===== config.mk =====
export PLATFORM = sky130hd
export DESIGN_NAME = idle_smi_bank
export DESIGN_NICKNAME = d
export VERILOG_FILES = /design/src/rtl/idle_smi_pkg.sv /design/src/rtl/idle_addr_match.sv /design/src/rtl/idle_down_timer.sv /design/src/rtl/idle_smi_status.sv /design/src/rtl/idle_smi_bank.sv
export SDC_FILE = /design/constraint.sdc
export NUM_CORES = 1
export LEC_CHECK = 0
export ABC_CLOCK_PERIOD_IN_PS = 2900
export CORE_MARGIN = 10
export CORE_UTILIZATION = 61
export DETAILED_ROUTE_END_ITERATION = 8
export GPL_TIMING_DRIVEN = 1
export PLACE_DENSITY = 0.91
export SYNTH_ARGS = -nofsm -noshare
export SYNTH_HDL_FRONTEND = slang
export SYNTH_SLANG_ARGS = --single-unit
export TNS_END_PERCENT = 100

===== constraint.sdc =====
create_clock -name clk -period 2.9 [get_ports clk]
set_input_delay 0.58 -clock clk [delete_from_list [all_inputs] [get_ports clk]]
set_output_delay 0.58 -clock clk [all_outputs]
set_load 0.02 [all_outputs]

===== src/rtl/idle_smi_pkg.sv =====
package idle_smi_pkg;
   localparam int unsigned REG_AW     = 4;
   localparam int unsigned ENA_LSB    = 3;
   localparam int unsigned CTRL_W     = 5;
   localparam int unsigned RA_ENABLE  = 0;
   localparam int unsigned RA_SERSEL  = 1;
   localparam int unsigned RA_STATUS  = 2;
   localparam int unsigned RA_SUMMARY = 3;
   localparam int unsigned RA_COUNT0  = 4;
   localparam int unsigned RA_BASE0   = 9;
   localparam int unsigned RA_CTRL0   = 12;
   localparam int unsigned MK_KEYBD   = 0;
   localparam int unsigned MK_USER    = 1;
   localparam int unsigned MK_VIDEO   = 2;
   localparam logic [1:0]  SER_PRIMARY   = 2'b10;
   localparam logic [1:0]  SER_SECONDARY = 2'b11;
endpackage


===== src/rtl/idle_addr_match.sv =====
module idle_addr_match
   import idle_smi_pkg::*;
#(
   parameter int unsigned ADDR_W  = 16,
   parameter int unsigned KIND    = MK_KEYBD,
   parameter logic [15:0] PORT_A  = 16'h0060,
   parameter logic [15:0] PORT_B  = 16'h0064,
   parameter logic [15:0] SER_P   = 16'h03F8,
   parameter logic [15:0] SER_S   = 16'h02F8
) (
   input  logic              acc_valid,
   input  logic [ADDR_W-1:0] acc_addr,
   input  logic              acc_is_io,
   input  logic              acc_video,
   input  logic [1:0]        ser_sel,
   input  logic [ADDR_W-1:0] win_base,
   input  logic [CTRL_W-1:0] win_ctrl,
   output logic              hit
);
   localparam logic [ADDR_W-1:0] PA = ADDR_W'(PORT_A);
   localparam logic [ADDR_W-1:0] PB = ADDR_W'(PORT_B);
   localparam logic [ADDR_W-1:0] SP = ADDR_W'(SER_P);
   localparam logic [ADDR_W-1:0] SS = ADDR_W'(SER_S);

   if (ADDR_W < 12 || ADDR_W > 32) begin : g_bad_aw
      $error("idle_addr_match: ADDR_W out of range");
   end
   if (KIND > MK_VIDEO) begin : g_bad_kind
      $error("idle_addr_match: unknown KIND");
   end

   if (KIND == MK_KEYBD) begin : g_keybd
      logic fixed_hit, pri_hit, sec_hit;
      logic unused_kb;
      assign fixed_hit = (acc_addr == PA) || (acc_addr == PB);
      assign pri_hit   = (ser_sel == SER_PRIMARY)   && (acc_addr[ADDR_W-1:3] == SP[ADDR_W-1:3]);
      assign sec_hit   = (ser_sel == SER_SECONDARY) && (acc_addr[ADDR_W-1:3] == SS[ADDR_W-1:3]);
      assign hit       = acc_valid && acc_is_io && (fixed_hit || pri_hit || sec_hit);
      assign unused_kb = ^{win_base, win_ctrl, acc_video};
   end else if (KIND == MK_USER) begin : g_user
      logic [ADDR_W-1:0] keep_mask;
      logic              space_ok;
      logic              unused_us;
      assign keep_mask = {ADDR_W{1'b1}} << win_ctrl[3:0];
      assign space_ok  = (acc_is_io == win_ctrl[4]);
      assign hit       = acc_valid && space_ok && (((acc_addr ^ win_base) & keep_mask) == '0);
      assign unused_us = ^{ser_sel, acc_video};
   end else begin : g_video
      logic unused_vd;
      assign hit       = acc_valid && acc_video;
      assign unused_vd = ^{acc_addr, acc_is_io, ser_sel, win_base, win_ctrl};
   end
endmodule


===== src/rtl/idle_down_timer.sv =====
module idle_down_timer #(
   parameter int unsigned CNT_W = 16
) (
   input  logic             clk,
   input  logic             rst_n,
   input  logic             en,
   input  logic             en_rise,
   input  logic             hit,
   input  logic             tick,
   input  logic [CNT_W-1:0] reload,
   output logic             expire
);
   localparam logic [CNT_W-1:0] ONE = CNT_W'(1);

   if (CNT_W < 2 || CNT_W > 32) begin : g_bad_cw
      $error("idle_down_timer: CNT_W out of range");
   end

   logic [CNT_W-1:0] cnt_q;
   logic             load;
   logic             dec;

   assign load   = en_rise || (en && hit);
   assign dec    = en && tick && (cnt_q != '0);
   assign expire = dec && !load && (cnt_q == ONE);

   always_ff @(posedge clk or negedge rst_n) begin
      if (!rst_n)   cnt_q <= '0;
      else if (load) cnt_q <= reload;
      else if (dec)  cnt_q <= cnt_q - ONE;
   end

   AST_LOAD_ON_HIT: assert property (@(posedge clk) disable iff (!rst_n)
      (en && hit) |=> (cnt_q == $past(reload)));
   AST_QUIET_WHEN_OFF: assert property (@(posedge clk) disable iff (!rst_n)
      (!en) |-> (!expire));
   AST_HIT_BEATS_EXPIRY: assert property (@(posedge clk) disable iff (!rst_n)
      (hit) |-> (!expire));
   AST_ZERO_HOLDS: assert property (@(posedge clk) disable iff (!rst_n)
      ((cnt_q == '0) && !en_rise && !(en && hit)) |=> (cnt_q == '0));
endmodule


===== src/rtl/idle_smi_status.sv =====
module idle_smi_status #(
   parameter int unsigned N = 5
) (
   input  logic         clk,
   input  logic         rst_n,
   input  logic [N-1:0] set,
   input  logic [N-1:0] clr,
   output logic [N-1:0] sts,
   output logic         summary,
   output logic         smi
);
   if (N < 1) begin : g_bad_n
      $error("idle_smi_status: N must be positive");
   end

   logic [N-1:0] sts_q, sts_n;
   logic         summary_q;

   assign sts_n = (sts_q & ~clr) | set;

   always_ff @(posedge clk or negedge rst_n) begin
      if (!rst_n) begin
         sts_q     <= '0;
         summary_q <= 1'b0;
      end else begin
         sts_q     <= sts_n;
         summary_q <= |sts_n;
      end
   end

   assign sts     = sts_q;
   assign summary = summary_q;
   assign smi     = |sts_q;

   AST_STICKY_BITS: assert property (@(posedge clk) disable iff (!rst_n)
      (sts_q != '0) |=> ((($past(sts_q) & ~$past(clr)) & ~sts_q) == '0));
   AST_SET_RAISES_SMI: assert property (@(posedge clk) disable iff (!rst_n)
      (set != '0) |=> smi);
   AST_SUMMARY_TRACKS: assert property (@(posedge clk) disable iff (!rst_n)
      summary == smi);
endmodule


===== src/rtl/idle_smi_bank.sv =====
module idle_smi_bank
   import idle_smi_pkg::*;
#(
   parameter int unsigned ADDR_W = 16,
   parameter int unsigned CNT_W  = 16,
   parameter int unsigned DATA_W = 16,
   parameter int unsigned N_USER = 3
) (
   input  logic              clk,
   input  logic              rst_n,
   input  logic              tick,
   input  logic              acc_valid,
   input  logic [ADDR_W-1:0] acc_addr,
   input  logic              acc_is_io,
   input  logic              acc_video,
   input  logic              reg_we,
   input  logic [REG_AW-1:0] reg_addr,
   input  logic [DATA_W-1:0] reg_wdata,
   output logic [DATA_W-1:0] reg_rdata,
   output logic              smi_req
);
   localparam int unsigned N_TMR = N_USER + 2;
   localparam int unsigned VID_I = N_TMR - 1;

   if (N_USER < 1 || N_USER > 3) begin : g_bad_user
      $error("idle_smi_bank: N_USER must be 1..3");
   end
   if (ENA_LSB + N_TMR > 8 || ENA_LSB + N_TMR > DATA_W) begin : g_bad_bits
      $error("idle_smi_bank: enable field does not fit");
   end
   if (ADDR_W > DATA_W || CNT_W > DATA_W) begin : g_bad_dw
      $error("idle_smi_bank: DATA_W too narrow");
   end

   logic [N_TMR-1:0]  en_q;
   logic [1:0]        sel_q;
   logic [CNT_W-1:0]  reload_q [N_TMR];
   logic [ADDR_W-1:0] base_q   [N_USER];
   logic [CTRL_W-1:0] ctrl_q   [N_USER];

   logic              wr_enable, wr_status;
   logic [N_TMR-1:0]  en_rise, hit_v, expire_v, clr_v, sts_v;
   logic              summary;
   logic              unused_wd;

   assign wr_enable = reg_we && (reg_addr == REG_AW'(RA_ENABLE));
   assign wr_status = reg_we && (reg_addr == REG_AW'(RA_STATUS));
   assign en_rise   = wr_enable ? (reg_wdata[ENA_LSB +: N_TMR] & ~en_q) : '0;
   assign clr_v     = wr_status ? reg_wdata[ENA_LSB +: N_TMR] : '0;
   assign unused_wd = ^reg_wdata;

   always_ff @(posedge clk or negedge rst_n) begin
      if (!rst_n) begin
         en_q  <= '0;
         sel_q <= '0;
         for (int i = 0; i < N_TMR; i++) reload_q[i] <= '0;
         for (int j = 0; j < N_USER; j++) begin
            base_q[j] <= '0;
            ctrl_q[j] <= '0;
         end
      end else if (reg_we) begin
         if (reg_addr == REG_AW'(RA_ENABLE)) en_q  <= reg_wdata[ENA_LSB +: N_TMR];
         if (reg_addr == REG_AW'(RA_SERSEL)) sel_q <= reg_wdata[1:0];
         for (int i = 0; i < N_TMR; i++)
            if (reg_addr == REG_AW'(RA_COUNT0 + i)) reload_q[i] <= reg_wdata[CNT_W-1:0];
         for (int j = 0; j < N_USER; j++) begin
            if (reg_addr == REG_AW'(RA_BASE0 + j)) base_q[j] <= reg_wdata[ADDR_W-1:0];
            if (reg_addr == REG_AW'(RA_CTRL0 + j)) ctrl_q[j] <= reg_wdata[CTRL_W-1:0];
         end
      end
   end

   for (genvar i = 0; i < N_TMR; i++) begin : g_tmr
      localparam int unsigned KIND = (i == 0) ? MK_KEYBD : ((i == VID_I) ? MK_VIDEO : MK_USER);
      localparam int unsigned UIDX = (KIND == MK_USER) ? (i - 1) : 0;

      idle_addr_match #(.ADDR_W(ADDR_W), .KIND(KIND)) u_match (
         .acc_valid (acc_valid),
         .acc_addr  (acc_addr),
         .acc_is_io (acc_is_io),
         .acc_video (acc_video),
         .ser_sel   (sel_q),
         .win_base  (base_q[UIDX]),
         .win_ctrl  (ctrl_q[UIDX]),
         .hit       (hit_v[i])
      );

      idle_down_timer #(.CNT_W(CNT_W)) u_timer (
         .clk     (clk),
         .rst_n   (rst_n),
         .en      (en_q[i]),
         .en_rise (en_rise[i]),
         .hit     (hit_v[i]),
         .tick    (tick),
         .reload  (reload_q[i]),
         .expire  (expire_v[i])
      );
   end

   idle_smi_status #(.N(N_TMR)) u_status (
      .clk     (clk),
      .rst_n   (rst_n),
      .set     (expire_v),
      .clr     (clr_v),
      .sts     (sts_v),
      .summary (summary),
      .smi     (smi_req)
   );

   always_comb begin
      reg_rdata = '0;
      if (reg_addr == REG_AW'(RA_ENABLE))  reg_rdata[ENA_LSB +: N_TMR] = en_q;
      if (reg_addr == REG_AW'(RA_SERSEL))  reg_rdata[1:0] = sel_q;
      if (reg_addr == REG_AW'(RA_STATUS))  reg_rdata[ENA_LSB +: N_TMR] = sts_v;
      if (reg_addr == REG_AW'(RA_SUMMARY)) reg_rdata[0] = summary;
      for (int i = 0; i < N_TMR; i++)
         if (reg_addr == REG_AW'(RA_COUNT0 + i)) reg_rdata[CNT_W-1:0] = reload_q[i];
      for (int j = 0; j < N_USER; j++) begin
         if (reg_addr == REG_AW'(RA_BASE0 + j)) reg_rdata[ADDR_W-1:0] = base_q[j];
         if (reg_addr == REG_AW'(RA_CTRL0 + j)) reg_rdata[CTRL_W-1:0] = ctrl_q[j];
      end
   end

   AST_DISABLED_NO_SET: assert property (@(posedge clk) disable iff (!rst_n)
      ((sts_v & ~en_q) == '0) |=> (((sts_v & ~$past(sts_v)) & ~$past(en_q)) == '0));
   AST_VIDEO_HIT_SPARES: assert property (@(posedge clk) disable iff (!rst_n)
      (acc_valid && acc_video) |-> !expire_v[VID_I]);
endmodule


Yosys cells after proc, flatten, opt, wreduce, memory -nomap -nowiden
Cells that the tools add are included.
{"block": "word_totals", "register_bits": 236, "inputBits": 43, "wordCells": 174}
{"block": "classes", "n_addsub": 5, "eq_ne": 28, "shifts": 3, "mux": 27, "n_bitwise": 11, "n_reduce_logical": 80}
{"op": "2-to-1 mux 16 bit", "count": 18}
{"op": "== test 16 x 1 -> 1 bit (second input constant)", "count": 5}
{"op": "nonzero test 16 bit", "count": 5}
{"op": "subtractor 16 x 1 -> 16 bit (second input constant)", "count": 5}
{"op": "AND 16 bit", "count": 3}
{"op": "zero test 16 bit", "count": 3}
{"op": "<< shifter 16 x 4 -> 16 bit (first input constant)", "count": 3}
{"op": "XOR 16 bit", "count": 3}
{"op": "logical AND 1 bit", "count": 38}
{"op": "2-to-1 mux 5 bit", "count": 7}
{"op": "== test 16 x 7 -> 1 bit (second input constant)", "count": 2}
{"op": "== test 4 bit (second input constant)", "count": 7}
{"op": "== test 13 x 7 -> 1 bit (second input constant)", "count": 2}
{"op": "AND reduction 2 bit", "count": 13}
{"op": "== test 4 x 3 -> 1 bit (second input constant)", "count": 4}
{"op": "AND 5 bit", "count": 2}
{"op": "inverter 5 bit", "count": 2}
{"op": "nonzero test 2 bit", "count": 5}
{"op": "OR reduction 5 bit", "count": 2}
{"op": "== test 4 x 2 -> 1 bit (second input constant)", "count": 2}
{"op": "logical OR 1 bit", "count": 8}
{"op": "zero test 1 bit", "count": 5}
{"op": "bitwise OR 5 bit", "count": 1}
{"op": "== test 2 bit (second input constant)", "count": 2}
{"op": "other kinds (5)", "count": 7}

Longest topological paths before layout
{"block": "logic_depth", "ltp_word": 14, "ltp_mapped": 9, "depth_no_buf": 8}

Modules after synthesis
A second synthesis with hierarchy kept.
{"block": "unflattened", "hier_cells": 1363, "area_unflattened_um2": 14083.5}
{"mod": "idle_smi_bank", "n_inst": 1, "cells_each": 581, "area_each_um2": 7345.8, "seq_area_each_um2": 3753.6}
{"mod": "idle_down_timer at g_tmr[2].u_timer ...", "n_inst": 3, "cells_each": 122, "area_each_um2": 1061.0, "seq_area_each_um2": 400.4}
{"mod": "idle_down_timer at g_tmr[0].u_timer ...", "n_inst": 2, "cells_each": 125, "area_each_um2": 1117.3, "seq_area_each_um2": 400.4}
{"mod": "idle_addr_match at g_tmr[1].u_match ...", "n_inst": 3, "cells_each": 44, "area_each_um2": 329.1, "seq_area_each_um2": 0.0}
{"mod": "idle_smi_status", "n_inst": 1, "cells_each": 21, "area_each_um2": 252.7, "seq_area_each_um2": 150.1}
{"mod": "idle_addr_match at g_tmr[0].u_match", "n_inst": 1, "cells_each": 12, "area_each_um2": 73.8, "seq_area_each_um2": 0.0}
{"mod": "idle_addr_match at g_tmr[4].u_match", "n_inst": 1, "cells_each": 1, "area_each_um2": 6.3, "seq_area_each_um2": 0.0}

Worst setup path before layout
OpenSTA, ideal clock, no wires.
{"block": "synth_timing", "kind": "input port to output port", "from": "in reg_addr[0]", "to": "out reg_rdata[1]", "arrival_time_ns": 2.298, "required_time_ns": 2.320, "setup_slack_ns": 0.022, "stages": 8, "n_path_buf": 4, "path_cell_list": "clkbuf_1 -> buf_2 -> buf_2 -> clkbuf_1 -> nand2_1 -> nor2_1 -> nor3b_1 -> o21ai_0"}
{"block": "synth_via", "elab_chain_cells": 13}
{"element": "start, declared", "line_no": "idle_smi_bank.sv:17", "text": "input logic [REG_AW-1:0] reg_addr,"}
{"element": "== test 4 x 1 -> 1 bit", "line_no": "idle_smi_bank.sv:113", "text": "if (reg_addr == REG_AW'(RA_SERSEL)) reg_rdata[1:0] = sel_q;"}
{"element": "2-to-1 mux 2 bit", "line_no": "idle_smi_bank.sv:113"}
{"element": "2-to-1 mux 16 bit (5 in series)", "line_no": "idle_smi_bank.sv:117", "text": "if (reg_addr == REG_AW'(RA_COUNT0 + i)) reg_rdata[CNT_W-1:0] = reload_q[i];"}
{"element": "2-to-1 mux 16 bit", "line_no": "idle_smi_bank.sv:119", "text": "if (reg_addr == REG_AW'(RA_BASE0 + j)) reg_rdata[ADDR_W-1:0] = base_q[j];"}
{"element": "2-to-1 mux 5 bit", "line_no": "idle_smi_bank.sv:120", "text": "if (reg_addr == REG_AW'(RA_CTRL0 + j)) reg_rdata[CTRL_W-1:0] = ctrl_q[j];"}
{"element": "2-to-1 mux 16 bit", "line_no": "idle_smi_bank.sv:119"}
{"element": "2-to-1 mux 5 bit", "line_no": "idle_smi_bank.sv:120"}
{"element": "2-to-1 mux 16 bit", "line_no": "idle_smi_bank.sv:119"}
{"element": "2-to-1 mux 5 bit (*)", "line_no": "idle_smi_bank.sv:120"}
{"element": "end, declared", "line_no": "idle_smi_bank.sv:19", "text": "output logic [DATA_W-1:0] reg_rdata,"}
Every way passes the cells marked *; elsewhere a longest branch is shown, timed or not.

Worst setup path after layout
{"block": "layout_timing", "from": "reg sel_q[0]", "to": "out reg_rdata[0]"}
{"block": "layout_via", "elab_chain_cells": 13}
{"element": "start, declared", "line_no": "idle_smi_bank.sv:36", "text": "logic [1:0] sel_q;"}
{"element": "start signal, assigned", "line_no": "idle_smi_bank.sv:63", "text": "if (reg_addr == REG_AW'(RA_SERSEL)) sel_q <= reg_wdata[1:0];"}
{"element": "2-to-1 mux 2 bit", "line_no": "idle_smi_bank.sv:113"}
{"element": "2-to-1 mux 1 bit", "line_no": "idle_smi_bank.sv:115", "text": "if (reg_addr == REG_AW'(RA_SUMMARY)) reg_rdata[0] = summary;"}
{"element": "2-to-1 mux 16 bit (5 in series)", "line_no": "idle_smi_bank.sv:117"}
{"element": "2-to-1 mux 16 bit", "line_no": "idle_smi_bank.sv:119"}
{"element": "2-to-1 mux 5 bit", "line_no": "idle_smi_bank.sv:120"}
{"element": "2-to-1 mux 16 bit", "line_no": "idle_smi_bank.sv:119"}
{"element": "2-to-1 mux 5 bit", "line_no": "idle_smi_bank.sv:120"}
{"element": "2-to-1 mux 16 bit", "line_no": "idle_smi_bank.sv:119"}
{"element": "2-to-1 mux 5 bit", "line_no": "idle_smi_bank.sv:120"}
Every way passes these cells.

==> run metrics <==
Max VDD drop=0.6080 mV; Port Buf Inserts=59; vias=12590; Fmax achieved=335.2 MHz; Area growth syn-to-layout=21.62%; total power=13.52 mW; hold crit path type=in2async; placed cells=1735; Die Height=168.6 µm; Final Skew=0.01667 ns; CTS HTree Levels=1; Crit Path Max Fanout=2; IO Count=60; Clock Latency Late Sink=0.55 ns; First-pass DRT Iterations=6; Setup crit end kind=primary output; drt total wl=48.12 mm; initial core utilization=61.92%; final setup fails=1; share of the synthesized area in the top cell type=43.84%; Antenna Nets Post-Route=0; CTS Buf Count=26; Most used DFF post-synth=dfrtp_1; CTS Buffer Depth=3; net count reported at finish=1540; hpwl dp=33.93 mm; layout cells sized above 1=29.42%; FF+latch count, synth=236; pwr/cell area=824.9 nW/µm²; crit path time final=2.983 ns; critical path's largest stage delay=0.36 ns; Yosys cell types=85; FF-to-FF Start=g_tmr[2].u_timer.cnt_q[10]; fin area=16380 µm²; Synth Net Count=1355; RSZ-0062 raised after global routing=true; Crit path required time=2.32 ns; status=finished with violations; final worst path period share=102.9%; YS warnings=0; remaining global-route overflow=0; FF-to-FF setup slack=0.16 ns; Max Cap Viol=0; largest net degree at the start of global routing=85; global-route usage over all layers=32.64%; vias in the first global route=12650; global-route wire length before repair=73.72 mm; ys async rst share=100.0%; leading cell type in the layout, fill and taps excluded=dfrtp_1; clock tree from TritonCTS=done; Slew HR=38.23%; Vias/cell=7.046; Syn Inst Count=1302; commonest non-fill, non-tap cells in the layout=234 x dfrtp_1, 164 x buf_4, 162 x mux2_2, 112 x nand2_1, 73 x nor2_1; WL/cell=26.94 µm; Clock Tree Root=clkbuf_16; # diodes=0; cells on worst reg2reg path=6; register area share after synthesis=43.84%; Final Core Density=75.31%; total core area=21760 µm²; leakage=7.141 nW; Setup CP Type=reg2out; area leader, netlist=dfrtp_1; Syn Std Cell Area=13470 µm²; dpl ws=-0.7122 ns; RR Endpoint=g_tmr[2].u_timer.cnt_q[9]; crit-path cells=mux2_2, a21oi_1, a311oi_1, o21ai_0, buf_4, a22oi_1, a221o_1, clkdlybuf4s15_2; detailed-route DRC error count=0; crit start category=register; RD Place Congestion=0.9786; failing checks=setup timing; Slew @ Worst Pin=0.9236 ns; CP max stage cell=dfrtp_1; Worst Path Arrival=2.40 ns; clock sink count=236; Slew Limit Fails=0; Mean Syn Cell Area=10.35 µm²; dpl cell area=15470 µm²; EDFF count, synth=0; Final Non-Filler Cells=1786; die area=28430 µm²; # rows=54; clk slew on worst S/H paths=0.06 ns; largest cells by area after synthesis=dfrtp_1 44%, mux2_2 14%, nand2_1 3.2%; initial antenna violation count=2; Detailed Route Iter0 Violations=1778; Die Wd=168.6 µm; final worst slack=-0.08328 ns; Final Hold Vio Count=0; quantity of hold-fixing buffers added after cts=0
## area by class of cell
type                       count  area [µm²]
timing repair buffer         234        1972
clock buffer                  36       728.2
sequential                   236        5908
tap                          280       350.3
inverter                      23       86.33
fill                        1356        5371
clock inverter                11       147.6
multi-input combinational    966        7192
## through the flow
stage	setup TNS (ns)	hold slack, ns
final	-0.08328	0.03376
after global routing	-0.1419	0.07264
after CTS	0	0.06590
after detailed placement	-12.02	0.5046
after global placement	-10.61	0.4896
after floorplan	0	0.2844
## what timing repair did
action                                  4_1_cts  5_1_grt
pin swaps                                     1        4
gates resized for setup                      56       20
gates cloned                                  0        0
buffers inserted                              2        2
endpoints found under the setup margin       16       11
## worst max-delay path by stage
stage,to,cells after the start,slack (ns),from
after CTS,reg_rdata[6],6,0.003,reload_q[38]
after floorplan,reg_rdata[1],8,0.02,reg_addr[0]
final,reg_rdata[0],8,-0.08,sel_q[0]
after global placement,reg_rdata[14],8,-0.63,reg_addr[2]
after detailed placement,reg_rdata[5],10,-0.71,reg_addr[2]
after global routing,reg_rdata[0],8,-0.11,sel_q[0]
## critical path, delay by kind of cell, from the launching register on
family / cells / cell delay (ns)
AOI/OAI and AO/OA: 5 / 0.92
buffers and inverters: 2 / 0.43
DFF: 1 / 0.36
muxes: 1 / 0.15
## Yosys cell counts, types with 10 or more instances
library cell and n:
dfrtp_1 236, mux2_2 162, nand2_1 114, nor2_1 74, o21ai_0 62, a21oi_1 59
clkbuf_1 43, nand3_1 36, xor2_1 36, xnor2_1 35, nor3_1 32, inv_1 23
buf_2 21, mux2i_1 21, nor4_1 20, a22o_1 17, a22oi_1 15, o211ai_1 15
nand4_1 12, o2bb2ai_1 11, a32o_1 10, ha_1 10, mux2_1 10, nand2b_1 10
o22ai_1 10, o311ai_0 10, or3_1 10
## kinds of logic after synthesis
logic type	Yosys count	synth area share (%)
AND/OR/NAND/NOR	376	14.15
multiplexers	198	16.77
XOR/XNOR	71	4.616
flip-flops	236	43.84
buffers and inverters	100	3.213
AO/OA/AOI/OAI	310	16.41
adder cells (fa/ha/maj)	11	1.003
## report_power, final
group	internal, mW	switching (mW)
logic	2.10	2.32
clock network	2.02	1.41
registers	4.30	1.37
## registers in the layout, summed over array words and instances, names as in the netlist
name	cells
base_q	48
ctrl_q	15
en_q	5
g_tmr.u_timer.cnt_q	80
reload_q	80
sel_q	2
u_status.sts	5
u_status.summary	1
## routing by layer
metal  part of all wire [%]  global-route usage [%]
met1                     36                   41.10
met2                     44                   48.61
met3                     13                   9.912
met4                    6.7                   19.49
met5                  0.027                       0
Note: power is estimated with default switching activity, not from simulation.
